**src/rtl/intc_pkg.sv**
```systemverilog
package intc_pkg;
  localparam int LVL_W = 2;
  localparam int N_LVL = 4;
  localparam int GLOBAL_BIT = 7;
  typedef logic [LVL_W-1:0] lvl_t;

  function automatic int en_addr(int k);  return (k < 7) ? 0 : 1;            endfunction
  function automatic int en_bit(int k);   return (k < 7) ? k : k - 7;        endfunction
  function automatic int pd_addr(int k);  return (k < 8) ? 2 : 3;            endfunction
  function automatic int pd_bit(int k);   return k % 8;                      endfunction
  function automatic int pr_addr(int k);  return 4 + k / 4;                  endfunction
  function automatic int pr_bit(int k);   return 2 * (k % 4);                endfunction
endpackage

```
**src/rtl/intc_regs.sv**
```systemverilog
module intc_regs
  import intc_pkg::*;
#(
  parameter int N_SRC = 8,
  parameter logic [N_SRC-1:0] AUTO_CLR = '0,
  localparam int IDX_W = (N_SRC > 1) ? $clog2(N_SRC) : 1
) (
  input  logic             clk,
  input  logic             rst,
  input  logic [N_SRC-1:0] src,
  input  logic             wr_en,
  input  logic [2:0]       wr_addr,
  input  logic [7:0]       wr_data,
  input  logic [2:0]       rd_addr,
  input  logic             hw_clr,
  input  logic [IDX_W-1:0] hw_idx,
  output logic [N_SRC-1:0] pend,
  output logic [N_SRC-1:0] en,
  output logic             glob,
  output lvl_t             pri [N_SRC],
  output logic [7:0]       rd_data
);
  always_ff @(posedge clk) begin
    if (rst) glob <= 1'b0;
    else if (wr_en && wr_addr == 3'd0) glob <= wr_data[GLOBAL_BIT];
  end

  for (genvar k = 0; k < N_SRC; k++) begin : g_src
    localparam int EA = en_addr(k);
    localparam int EB = en_bit(k);
    localparam int PA = pd_addr(k);
    localparam int PB = pd_bit(k);
    localparam int RA = pr_addr(k);
    localparam int RB = pr_bit(k);
    logic pd_wr, auto_hit;
    assign pd_wr    = wr_en && (wr_addr == 3'(PA));
    assign auto_hit = hw_clr && (hw_idx == IDX_W'(k)) && AUTO_CLR[k];

    always_ff @(posedge clk) begin
      if (rst) begin
        en[k]   <= 1'b0;
        pri[k]  <= '0;
        pend[k] <= 1'b0;
      end else begin
        if (wr_en && wr_addr == 3'(EA)) en[k] <= wr_data[EB];
        if (wr_en && wr_addr == 3'(RA)) pri[k] <= wr_data[RB +: LVL_W];
        pend[k] <= src[k] | (pd_wr ? wr_data[PB] : (auto_hit ? 1'b0 : pend[k]));
      end
    end
  end

  always_comb begin
    rd_data = '0;
    if (rd_addr == 3'd0) rd_data[GLOBAL_BIT] = glob;
    for (int k = 0; k < N_SRC; k++) begin
      if (rd_addr == 3'(en_addr(k))) rd_data[en_bit(k)] = en[k];
      if (rd_addr == 3'(pd_addr(k))) rd_data[pd_bit(k)] = pend[k];
      if (rd_addr == 3'(pr_addr(k))) rd_data[pr_bit(k) +: LVL_W] = pri[k];
    end
  end
endmodule

```
**src/rtl/intc_arb.sv**
```systemverilog
module intc_arb
  import intc_pkg::*;
#(
  parameter int N_SRC = 8,
  localparam int IDX_W = (N_SRC > 1) ? $clog2(N_SRC) : 1
) (
  input  logic [N_SRC-1:0] req,
  input  lvl_t             pri [N_SRC],
  output logic             any,
  output logic [IDX_W-1:0] idx,
  output lvl_t             lvl
);
  // Scan from the top index down; ">=" lets a lower index take over a tie.
  always_comb begin
    any = 1'b0;
    idx = '0;
    lvl = '0;
    for (int k = N_SRC - 1; k >= 0; k--) begin
      if (req[k] && (!any || pri[k] >= lvl)) begin
        any = 1'b1;
        idx = IDX_W'(k);
        lvl = pri[k];
      end
    end
  end
endmodule

```
**src/rtl/intc_nest.sv**
```systemverilog
module intc_nest
  import intc_pkg::*;
#(
  localparam int DW = $clog2(N_LVL + 1)
) (
  input  logic          clk,
  input  logic          rst,
  input  logic          push,
  input  lvl_t          push_lvl,
  input  logic          pop,
  output logic          active,
  output lvl_t          top_lvl,
  output logic [DW-1:0] depth
);
  lvl_t stk [N_LVL];
  logic [DW-1:0] below;

  assign below   = depth - DW'(1);
  assign active  = (depth != '0);
  assign top_lvl = active ? stk[below[LVL_W-1:0]] : '0;

  always_ff @(posedge clk) begin
    if (rst) begin
      depth <= '0;
      for (int i = 0; i < N_LVL; i++) stk[i] <= '0;
    end else if (push && depth < DW'(N_LVL)) begin
      stk[depth[LVL_W-1:0]] <= push_lvl;
      depth <= depth + DW'(1);
    end else if (pop && active) begin
      depth <= below;
    end
  end
endmodule

```
**src/rtl/prio_vec_intc.sv**
```systemverilog
module prio_vec_intc
  import intc_pkg::*;
#(
  parameter int N_SRC = 8,
  parameter int VEC_W = 16,
  parameter logic [VEC_W-1:0] VEC_BASE = 16'h0003,
  parameter logic [N_SRC-1:0] AUTO_CLR = 8'b0000_0101,
  localparam int IDX_W = (N_SRC > 1) ? $clog2(N_SRC) : 1,
  localparam int DW = $clog2(N_LVL + 1)
) (
  input  logic             clk,
  input  logic             rst,
  input  logic [N_SRC-1:0] src_i,
  input  logic             wr_en_i,
  input  logic [2:0]       wr_addr_i,
  input  logic [7:0]       wr_data_i,
  input  logic [2:0]       rd_addr_i,
  output logic [7:0]       rd_data_o,
  input  logic             insn_done_i,
  input  logic             next_multi_i,
  input  logic             ret_i,
  output logic             take_o,
  output logic [VEC_W-1:0] vec_o
);
  logic [N_SRC-1:0] pend, en, gate_now, gate_prev, gate_eff;
  logic             glob, win_any, allow, grant;
  logic [IDX_W-1:0] win_idx;
  lvl_t             win_lvl, top_lvl;
  lvl_t             pri [N_SRC];
  logic             nest_active;
  logic [DW-1:0]    nest_depth;

  intc_regs #(.N_SRC(N_SRC), .AUTO_CLR(AUTO_CLR)) u_regs (
    .clk(clk), .rst(rst), .src(src_i),
    .wr_en(wr_en_i), .wr_addr(wr_addr_i), .wr_data(wr_data_i), .rd_addr(rd_addr_i),
    .hw_clr(grant), .hw_idx(win_idx),
    .pend(pend), .en(en), .glob(glob), .pri(pri), .rd_data(rd_data_o)
  );

  // A cleared enable still counts for one more cycle unless the next
  // instruction is multi-cycle.
  assign gate_now = en & {N_SRC{glob}};
  always_ff @(posedge clk) begin
    if (rst) gate_prev <= '0;
    else     gate_prev <= gate_now;
  end
  assign gate_eff = next_multi_i ? gate_now : (gate_now | gate_prev);

  intc_arb #(.N_SRC(N_SRC)) u_arb (
    .req(pend & gate_eff), .pri(pri), .any(win_any), .idx(win_idx), .lvl(win_lvl)
  );

  assign allow = !nest_active || (win_lvl > top_lvl);
  assign grant = insn_done_i && !ret_i && win_any && allow;

  intc_nest u_nest (
    .clk(clk), .rst(rst), .push(grant), .push_lvl(win_lvl), .pop(ret_i),
    .active(nest_active), .top_lvl(top_lvl), .depth(nest_depth)
  );

  always_ff @(posedge clk) begin
    if (rst) begin
      take_o <= 1'b0;
      vec_o  <= '0;
    end else begin
      take_o <= grant;
      if (grant) vec_o <= VEC_BASE + (VEC_W'(win_idx) << 3);
    end
  end
endmodule

```
**config.mk**
```make
export PLATFORM = sky130hd
export DESIGN_NAME = prio_vec_intc
export DESIGN_NICKNAME = d
export VERILOG_FILES = /design/src/rtl/intc_pkg.sv /design/src/rtl/intc_regs.sv /design/src/rtl/intc_arb.sv /design/src/rtl/intc_nest.sv /design/src/rtl/prio_vec_intc.sv
export SDC_FILE = /design/constraint.sdc
export NUM_CORES = 1
export LEC_CHECK = 0
export BUFFER_PORTS_ARGS = -buffer_cell sky130_fd_sc_hd__buf_2
export CAP_MARGIN = 40
export CORE_MARGIN = 4
export CORE_UTILIZATION = 62
export CTS_CLUSTER_SIZE = 30
export DETAILED_ROUTE_END_ITERATION = 16
export PLACE_DENSITY = 0.95
export SLEW_MARGIN = 30
export SYNTH_ARGS = -nofsm -noshare
export SYNTH_HDL_FRONTEND = slang
export SYNTH_SLANG_ARGS = --single-unit
```
**constraint.sdc**
```tcl
create_clock -name clk -period 29 [get_ports clk]
set_input_delay 5.8 -clock clk [delete_from_list [all_inputs] [get_ports clk]]
set_output_delay 5.8 -clock clk [all_outputs]
set_load 0.1 [all_outputs]
```
==> results of run 1 <==
## per-stage QoR
step,cells,utilization (%)
2_1_floorplan,434,-
3_3_place_gp,520,67.9
3_5_place_dp,521,68.0
4_1_cts,537,72.0
5_1_grt,538,72.4
6_report,538,72.4
## flip-flops by register name, indices dropped and copies added (netlist names)
register,cells
u_regs.pend,8
u_regs.glob,1
vec_o,4
take_o,1
u_nest.depth,3
u_regs.pri,16
u_regs.en,8
gate_prev,8
u_nest.stk,8
## synth_stat cells, types with 4 or more instances
library cell,count
sky130_fd_sc_hd__nand2b_1,16
sky130_fd_sc_hd__inv_1,21
sky130_fd_sc_hd__nand2_1,65
sky130_fd_sc_hd__o21a_1,5
sky130_fd_sc_hd__dfxtp_1,49
sky130_fd_sc_hd__a21oi_1,35
sky130_fd_sc_hd__mux2i_1,24
sky130_fd_sc_hd__o22ai_1,10
sky130_fd_sc_hd__edfxtp_1,8
sky130_fd_sc_hd__nor2b_1,6
sky130_fd_sc_hd__nor2_1,29
sky130_fd_sc_hd__clkbuf_1,13
sky130_fd_sc_hd__a311oi_1,7
sky130_fd_sc_hd__a31o_2,5
sky130_fd_sc_hd__buf_4,12
sky130_fd_sc_hd__a31oi_1,10
sky130_fd_sc_hd__ha_1,19
sky130_fd_sc_hd__nor3_1,6
sky130_fd_sc_hd__and2_1,18
sky130_fd_sc_hd__o21ai_0,10
sky130_fd_sc_hd__nand3b_1,4
## where the power goes
| part | internal, mW | switching [mW] | total (mW) | leakage [nW] |
|---|---|---|---|---|
| clock | 0.0474 | 0.0346 | 0.0820 | 0.111 |
| sequential | 0.0837 | 0.00483 | 0.0886 | 0.481 |
| combinational | 0.0141 | 0.0268 | 0.0409 | 1.07 |
| total | 0.145 | 0.0663 | 0.211 | 1.66 |
## path summary, 6_finish.rpt
check / start / end / slack (ns) / cells after the start
setup / recovery: next_multi_i / u_nest.stk[2][0]$_SDFFCE_PN0P_ / 10.78 / 59
hold / removal: vec_o[1]$_SDFFE_PP0P_ / vec_o[1]$_SDFFE_PP0P_ / 0.46 / 2
setup reg to reg: u_regs.glob$_SDFFE_PP0P_ / u_nest.stk[2][0]$_SDFFCE_PN0P_ / 15.79 / 58
hold reg to reg: vec_o[1]$_SDFFE_PP0P_ / vec_o[1]$_SDFFE_PP0P_ / 0.46 / 2
## worst min-delay path: stages, from the launching register on
cell and delay (ns):
sky130_fd_sc_hd__dfxtp_1 0.32, sky130_fd_sc_hd__inv_1 0.05, sky130_fd_sc_hd__a21oi_1 0.05
## layout by cell type (no fill, tap or decap), drive strengths merged, types with 6 or more instances in the layout
| master | count |
|---|---|
| buf | 43 |
| o21ai | 11 |
| nor3 | 6 |
| o21a | 8 |
| nor2 | 29 |
| nor2b | 6 |
| a311oi | 7 |
| a31oi | 10 |
| ha | 19 |
| mux2i | 24 |
| edfxtp | 8 |
| conb | 11 |
| and2 | 20 |
| nand2b | 16 |
| inv | 23 |
| clkbuf | 11 |
| dfxtp | 49 |
| o22ai | 10 |
| a21oi | 35 |
| nand2 | 65 |
## layout make-up
| class | instances | area [um2] | share of cell area (%) |
|---|---|---|---|
| clock inverters | 5 | 57.6 | 1.44 |
| inverters | 21 | 78.8 | 1.97 |
| clock buffers | 11 | 163 | 4.06 |
| repair buffers | 43 | 233 | 5.81 |
| multi-input cells | 329 | 2170 | 54.0 |
| well taps | 72 | 90.1 | 2.25 |
| flip-flops and latches | 57 | 1220 | 30.5 |
## per-layer routing
metal | track usage [%] | share of wire [%] | up-vias
met5 | 0 | 0 | -
met4 | 14.8 | 4.9 | 0
met3 | 7.21 | 9.5 | 63
met2 | 45.2 | 48 | 245
met1 | 30.4 | 38 | 1571
li1 | - | - | 1560
## cells by family after synthesis
| logic type | after synthesis | share of synthesized area, % |
|---|---|---|
| compound gates | 110 | 21.9 |
| simple gates | 162 | 22.6 |
| other cells | 1 | 0.105 |
| fa+ha+maj | 19 | 6.63 |
| mux | 26 | 7.96 |
| flops | 57 | 34.1 |
| xor+xnor | 1 | 0.244 |
| buf+inv | 48 | 6.53 |
==> metrics.md, run 1 <==
| Metric | Value |
|---|---|
| Number of DRC violations after detailed routing | 0 |
| Worst-case hold slack | 0.456 ns |
| Clock sink count | 57 |
| Cell area after placement | 3770 um2 |
| CP endpoint kind | register |
| Critical-path top delay cell | sky130_fd_sc_hd__a21oi_1 |
| GR Util All Layers | 26.8% |
| Largest net degree at the start of global routing | 48 |
| Setup repair after global routing missed its margin | false |
| Placement row count | 27 |
| Die Area | 7060 um2 |
| DPL Wire Length | 6.52 mm |
| Worst-case clock buffer depth | 2 |
| Vias after detailed routing | 3439 |
| Synthesized area | 3580 um2 |
| I/O pin count | 53 |
| Result of the run | finished clean |
| Area overhead of the layout relative to synthesis | 11.9% |
| Die X-Extent | 84.0 um |
| # port buffers | 41 |
| Post-layout total power | 0.211 mW |
| Share of layout cells above drive strength 1 | 17.4% |
| Fraction of the cycle the final worst path needs | 62.8% |
| CTS tree | done |
| Vias in the first global route | 3191 |
| Buffers and inverters on the worst path | 2 |
| Total setup buffers inserted after CTS | 0 |
| Height of the chip | 84.0 um |
| Peak per-stage delay on the critical path | 0.59 ns |
| Sort of element at the start of the critical path | input port |
| Clock tree root buffer cell | sky130_fd_sc_hd__clkbuf_8 |
| Post-route setup slack | 10.78 ns |
| Filler cell count in the final layout | 388 |
| Achievable clock frequency | 54.9 MHz |
| Synthesized instance count | 424 |
| Yosys Warn Count | 0 |
| CP delay by family, top | compound AO/OA/AOI/OAI gates |
| Number of antenna diodes | 0 |
| Most common cell on crit path | sky130_fd_sc_hd__a21oi_1 |
| Post-detailed-routing wire length | 9.52 mm |
| Layout net count | 508 |
| Critical path fanouts, max | 12 |
| Most used flip-flop cell after synthesis | sky130_fd_sc_hd__dfxtp_1 |
| Final hold vios | 0 |
| Total global routing overflow | 0 |
| Number of buffers added by the clock tree synthesis step | 9 |
| Leakage Power | 1.66 nW |
| Initial Utilization | 64.7% |
| Gp weighted congestion | 0.913 |
| Crit path kind | in2reg |
| Register bit total from synthesis | 57 |
| Wire length of the first global-routing pass | 15.0 mm |
| Average wire length per cell after detail routing | 17.7 um |
| Area of all placed cells without fillers | 4010 um2 |
| Number of endpoints failing setup at the final stage | 0 |
| Worst-margin pin slew | 0.781 ns |
| Number of antenna-violating nets in the routed design | 0 |
| Async SR Flop Fraction | 0% |
| Sequential area share after synthesis | 34.1% |
| Initial antenna violation count | 0 |
| Post-place setup slack | 10.95 ns |
| Depth of the CTS H-tree | 3 |
| Number of flops mapped to enable cells by yosys | 8 |
| Clock latency on the worst-skew pair | 0.35 ns |
| Via count normalized by instance count | 6.39 |
| Register clock-pin slew on the reported worst setup and hold paths | 0.07 ns |
| Count of cell types in the netlist | 57 |
| Hold_buf cts | 0 |
| Drt pass-1 iters | 5 |
| PwrDens | 52.8 nW/um2 |
| Leading area contributor after synthesis | sky130_fd_sc_hd__dfxtp_1 |
| Post-layout minimum cycle time | 18.22 ns |
| Relative slew slack | 47.4% |
| Average footprint of a synthesized cell | 8.45 um2 |
| Type of the tightest min-delay check | reg2reg |
| TNS Setup | 0 ns |
| Area of the core | 5540 um2 |
| Slew Viols, Final | 0 |
| IR drop worst, VDD | 59.7 uV |
| Data required time at the worst endpoint | 29.16 ns |
| Max_cap viols | 0 |
| Ranking of synthesized cells by area | sky130_fd_sc_hd__dfxtp_1 (27%), sky130_fd_sc_hd__nand2_1 (6.8%), sky130_fd_sc_hd__mux2i_1 (6.7%) |
| Iter 0 DRT Violations | 307 |
| Share of the synthesized area in the top cell type | 27.4% |
| Number of cells upsized or downsized after cts | 0 |
| Clock Skews | 0.00923 ns |
| Data arrival time of the critical path | 18.38 ns |
Note: power is estimated with default switching activity, not from simulation.
==> inputs of run 2 (changes only) <==
- ABC_AREA: not set -> 1
- CORE_UTILIZATION: 62 -> 58
- PLACE_DENSITY: 0.95 -> 0.92
- clock period: 29 -> 17.19 ns (I/O delays scaled with it)
==> metrics.md, run 2 <==
| Metric | Value |
|---|---|
| Result of the run | finished clean |
| Initial antenna violation count | 0 (unchanged) |
| Worst-case clock buffer depth | 2 (unchanged) |
| Start point of the worst min-delay path | u_regs.en[5]$_SDFFE_PP0P_ |
| Average wire length per cell after detail routing | 14.5 um (-18%) |
| Number of flip-flops in the largest register | 16 (unchanged) |
| Height of the chip | 87.2 um (+3.8%) |
| Synthesized-area fraction occupied by and/or/nand/nor cells | 30.1% (+7.6 points) |
| Clock latency on the worst-skew pair | 0.35 ns (about the same) |
| Synthesized area | 3640 um2 (+1.5%) |
| Number of DRC violations after detailed routing | 0 (unchanged) |
| Combinational power share | 24.2% (+4.9 points) |
| Post-synthesis xor/xnor area fraction | 0.241% (-0.0037 points) |
| Sort of element at the start of the critical path | input port |
| Critical path fanouts, max | 8 (-4) |
| Total global routing overflow | 0 (unchanged) |
| Minimum setup slack among reg-to-reg paths | 7.51 ns (-8.28 ns) |
| Achievable clock frequency | 81.4 MHz |
| Post-route setup slack | 4.91 ns (-5.87 ns) |
| GR Util All Layers | 25.1% (-1.7 points) |
| Setup repair after global routing missed its margin | false |
| Post-place setup slack | 4.54 ns (-6.41 ns) |
| Iter 0 DRT Violations | 266 (-13%) |
| Number of cells on the worst hold path | 2 (unchanged) |
| Die X-Extent | 87.2 um (+3.8%) |
| Most used flip-flop cell after synthesis | sky130_fd_sc_hd__dfxtp_1 |
| Number of endpoints failing setup at the final stage | 0 (unchanged) |
| Area of the core | 5990 um2 (+8.1%) |
| Placement row count | 28 (+3.7%) |
| DPL Wire Length | 6.83 mm (+4.8%) |
| Clock sink count | 57 (unchanged) |
| Layout net count | 585 (+15%) |
| Count of cell types in the netlist | 45 (-21%) |
| Crit path kind | in2reg |
| Number of antenna diodes | 0 (unchanged) |
| Main combinational cell family by area after synthesis | simple AND/OR/NAND/NOR gates |
| Multiplexer share of the synthesized area | 0% (-8.0 points) |
| Depth of the CTS H-tree | 3 (unchanged) |
| FF-to-FF End | u_nest.stk[3][1]$_DFFE_PP_ |
| Compound-cell area share of the yosys netlist | 17.5% (-4.4 points) |
| Async SR Flop Fraction | 0% (unchanged) |
| Drt pass-1 iters | 5 (unchanged) |
| Post-detailed-routing wire length | 8.96 mm (-5.8%) |
| Sequential Power Share | 41.2% (-0.7 points) |
| Synthesized instance count | 497 (+17%) |
| Number of flops mapped to enable cells by yosys | 8 (unchanged) |
| Final hold vios | 0 (unchanged) |
| Most common cell on crit path | sky130_fd_sc_hd__nand2_1 |
| Buffers and inverters on the worst path | 12 (+10) |
| Type of the tightest min-delay check | reg2reg |
| Leading cell type in the layout, fill and taps excluded | sky130_fd_sc_hd__nand2_1 |
| Number of cells upsized or downsized after cts | 0 (unchanged) |
| Ranking of synthesized cells by area | sky130_fd_sc_hd__dfxtp_1 (27%), sky130_fd_sc_hd__nand2_1 (9.8%), sky130_fd_sc_hd__inv_1 (7.3%) |
| Post-layout minimum cycle time | 12.28 ns |
| Via count normalized by instance count | 5.53 (-13%) |
| IR drop worst, VDD | 91.1 uV (+53%) |
| Leakage Power | 2.11 nW (+27%) |
| Finished Layout Cells | 618 (+15%) |
| Vias in the first global route | 3311 (+3.8%) |
| Sequential area share after synthesis | 33.6% (-0.52 points) |
| Register bit total from synthesis | 57 (unchanged) |
| CP delay by family, top | simple AND/OR/NAND/NOR gates |
| Clock tree root buffer cell | sky130_fd_sc_hd__clkbuf_8 |
| CTS tree | done |
| PwrDens | 92.1 nW/um2 (+75%) |
| Worst flop-to-flop path startpoint | u_regs.glob$_SDFFE_PP0P_ |
| Yosys Warn Count | 0 (unchanged) |
| Clock group share of total power | 34.6% (-4.2 points) |
| Gp weighted congestion | 0.940 (+2.9%) |
| Largest net degree at the start of global routing | 41 (-15%) |
| Inst Count DP | 602 (+16%) |
| Area overhead of the layout relative to synthesis | 11.4% |
| Register with the most flip-flops | u_regs.pri |
| Post-layout total power | 0.373 mW (+77%) |
| Wire length of the first global-routing pass | 14.8 mm (-1.6%) |
| Die Area | 7600 um2 (+7.7%) |
| Peak per-stage delay on the critical path | 0.33 ns (-0.26 ns) |
| CP endpoint kind | register |
| Most common library cells after synthesis | sky130_fd_sc_hd__nand2_1 (95), sky130_fd_sc_hd__inv_1 (71), sky130_fd_sc_hd__dfxtp_1 (49) |
| Data required time at the worst endpoint | 17.20 ns (-11.96 ns) |
| Worst Reg2Reg Path Length in Cells | 67 (+16%) |
| Critical-path top delay cell | sky130_fd_sc_hd__o31ai_1 |
| Total setup buffers inserted after CTS | 0 (unchanged) |
| Vias after detailed routing | 3418 (-0.61%) |
| Max_cap viols | 0 (unchanged) |
| Leading area contributor after synthesis | sky130_fd_sc_hd__dfxtp_1 |
| Data arrival time of the critical path | 12.30 ns (-6.08 ns) |
| Worst-margin pin slew | 0.633 ns (-0.147 ns) |
| Internal power | 0.243 mW (+67%) |
| Adder and majority gate portion of the synthesized area | 6.53% (-0.10 points) |
| Share of layout cells above drive strength 1 | 22.1% (+4.7 points) |
| Fraction of the core area covered by cells at the end of the flow | 67.7% (-4.7 points) |
| Relative slew slack | 57.7% (+10 points) |
| Number of buffers added by the clock tree synthesis step | 9 (unchanged) |
| I/O pin count | 53 (unchanged) |
| Clock Skews | 0.00646 ns (-0.00277 ns) |
| Hold endpoint | gate_prev[5]$_SDFF_PP0_ |
| # port buffers | 41 (unchanged) |
| Number of antenna-violating nets in the routed design | 0 (unchanged) |
| Initial Utilization | 60.7% (-3.9 points) |
| Sw frac | 35.0% (+3.7 points) |
| Average footprint of a synthesized cell | 7.32 um2 (-13%) |
| Hold_buf cts | 0 (unchanged) |
| Most instantiated library cell after synthesis | sky130_fd_sc_hd__nand2_1 |
| Register clock-pin slew on the reported worst setup and hold paths | 0.07 ns (about the same) |
| Share of the synthesized area in the top cell type | 27.0% (-0.41 points) |
| Switching power of the nets | 0.131 mW (+97%) |
| Fraction of the cycle the final worst path needs | 71.5% |
| Top library cells by usage in the layout, fill and taps aside | sky130_fd_sc_hd__nand2_1 (95), sky130_fd_sc_hd__inv_1 (70), sky130_fd_sc_hd__dfxtp_1 (49) |
| TNS Setup | 0 ns (unchanged) |
| Filler cell count in the final layout | 508 (+31%) |
| Slew Viols, Final | 0 (unchanged) |
[run 2: kinds of logic after synthesis]
logic type      Yosys count
compound gates          105
xor+xnor                  1
fa+ha+maj                19
simple gates            213
other cells               1
buf+inv                 101
flops                    57
[run 2: layer usage]
layer / part of all wire, % / global-route usage, % / vias to the layer above
met4: 4.9 / 13.9 / 0
met2: 49 / 43.9 / 148
met3: 6.8 / 6.53 / 39
li1: - / - / 1676
met5: 0 / 0 / -
met1: 39 / 27.4 / 1555
[run 2: layout make-up]
cell class	instances	area (um2)	area share, %
clock buffer	10	138	3.40
clock inverter	6	65.1	1.60
timing repair buffer	43	220	5.43
sequential	57	1220	30.1
multi-input combinational	349	2020	49.8
tap	75	93.8	2.31
inverter	78	295	7.28
[run 2: stage by stage]
step	hold WS (ns)	cell area (um2)
after global placement	0.464	3850
final	0.477	4050
after global routing	0.518	4050
after floorplan	0.442	3680
after detailed placement	0.471	3850
after CTS	0.474	4050
[run 2: power groups by stage]
stage | sequential (mW) | clock, mW | combinational [mW]
after floorplan | 0.152 | 0 | 0.0769
after CTS | 0.154 | 0.130 | 0.0902
after detailed placement | 0.157 | 0 | 0.0898
final | 0.154 | 0.129 | 0.0902
after global placement | 0.156 | 0 | 0.0863
after global routing | 0.155 | 0.138 | 0.103
[run 2: worst min-delay path: stages (launching register included)]
cell and delay, ns:
sky130_fd_sc_hd__dfxtp_1 0.33, sky130_fd_sc_hd__nand2_2 0.07, sky130_fd_sc_hd__nor2_1 0.04
[run 2: worst max path at each step]
stage | startpoint | end | slack [ns] | cells past startpoint
finish | next_multi_i | u_nest.stk[3][1]$_DFFE_PP_ | 4.91 | 69
global route | next_multi_i | u_nest.stk[1][0]$_SDFFCE_PN0P_ | 3.86 | 75
CTS | next_multi_i | u_nest.stk[3][1]$_DFFE_PP_ | 4.87 | 69
detailed placement | next_multi_i | u_nest.stk[3][1]$_DFFE_PP_ | 4.54 | 69
global placement | next_multi_i | u_nest.stk[3][1]$_DFFE_PP_ | 4.95 | 66
floorplan | next_multi_i | u_nest.stk[3][0]$_DFFE_PP_ | 5.68 | 65
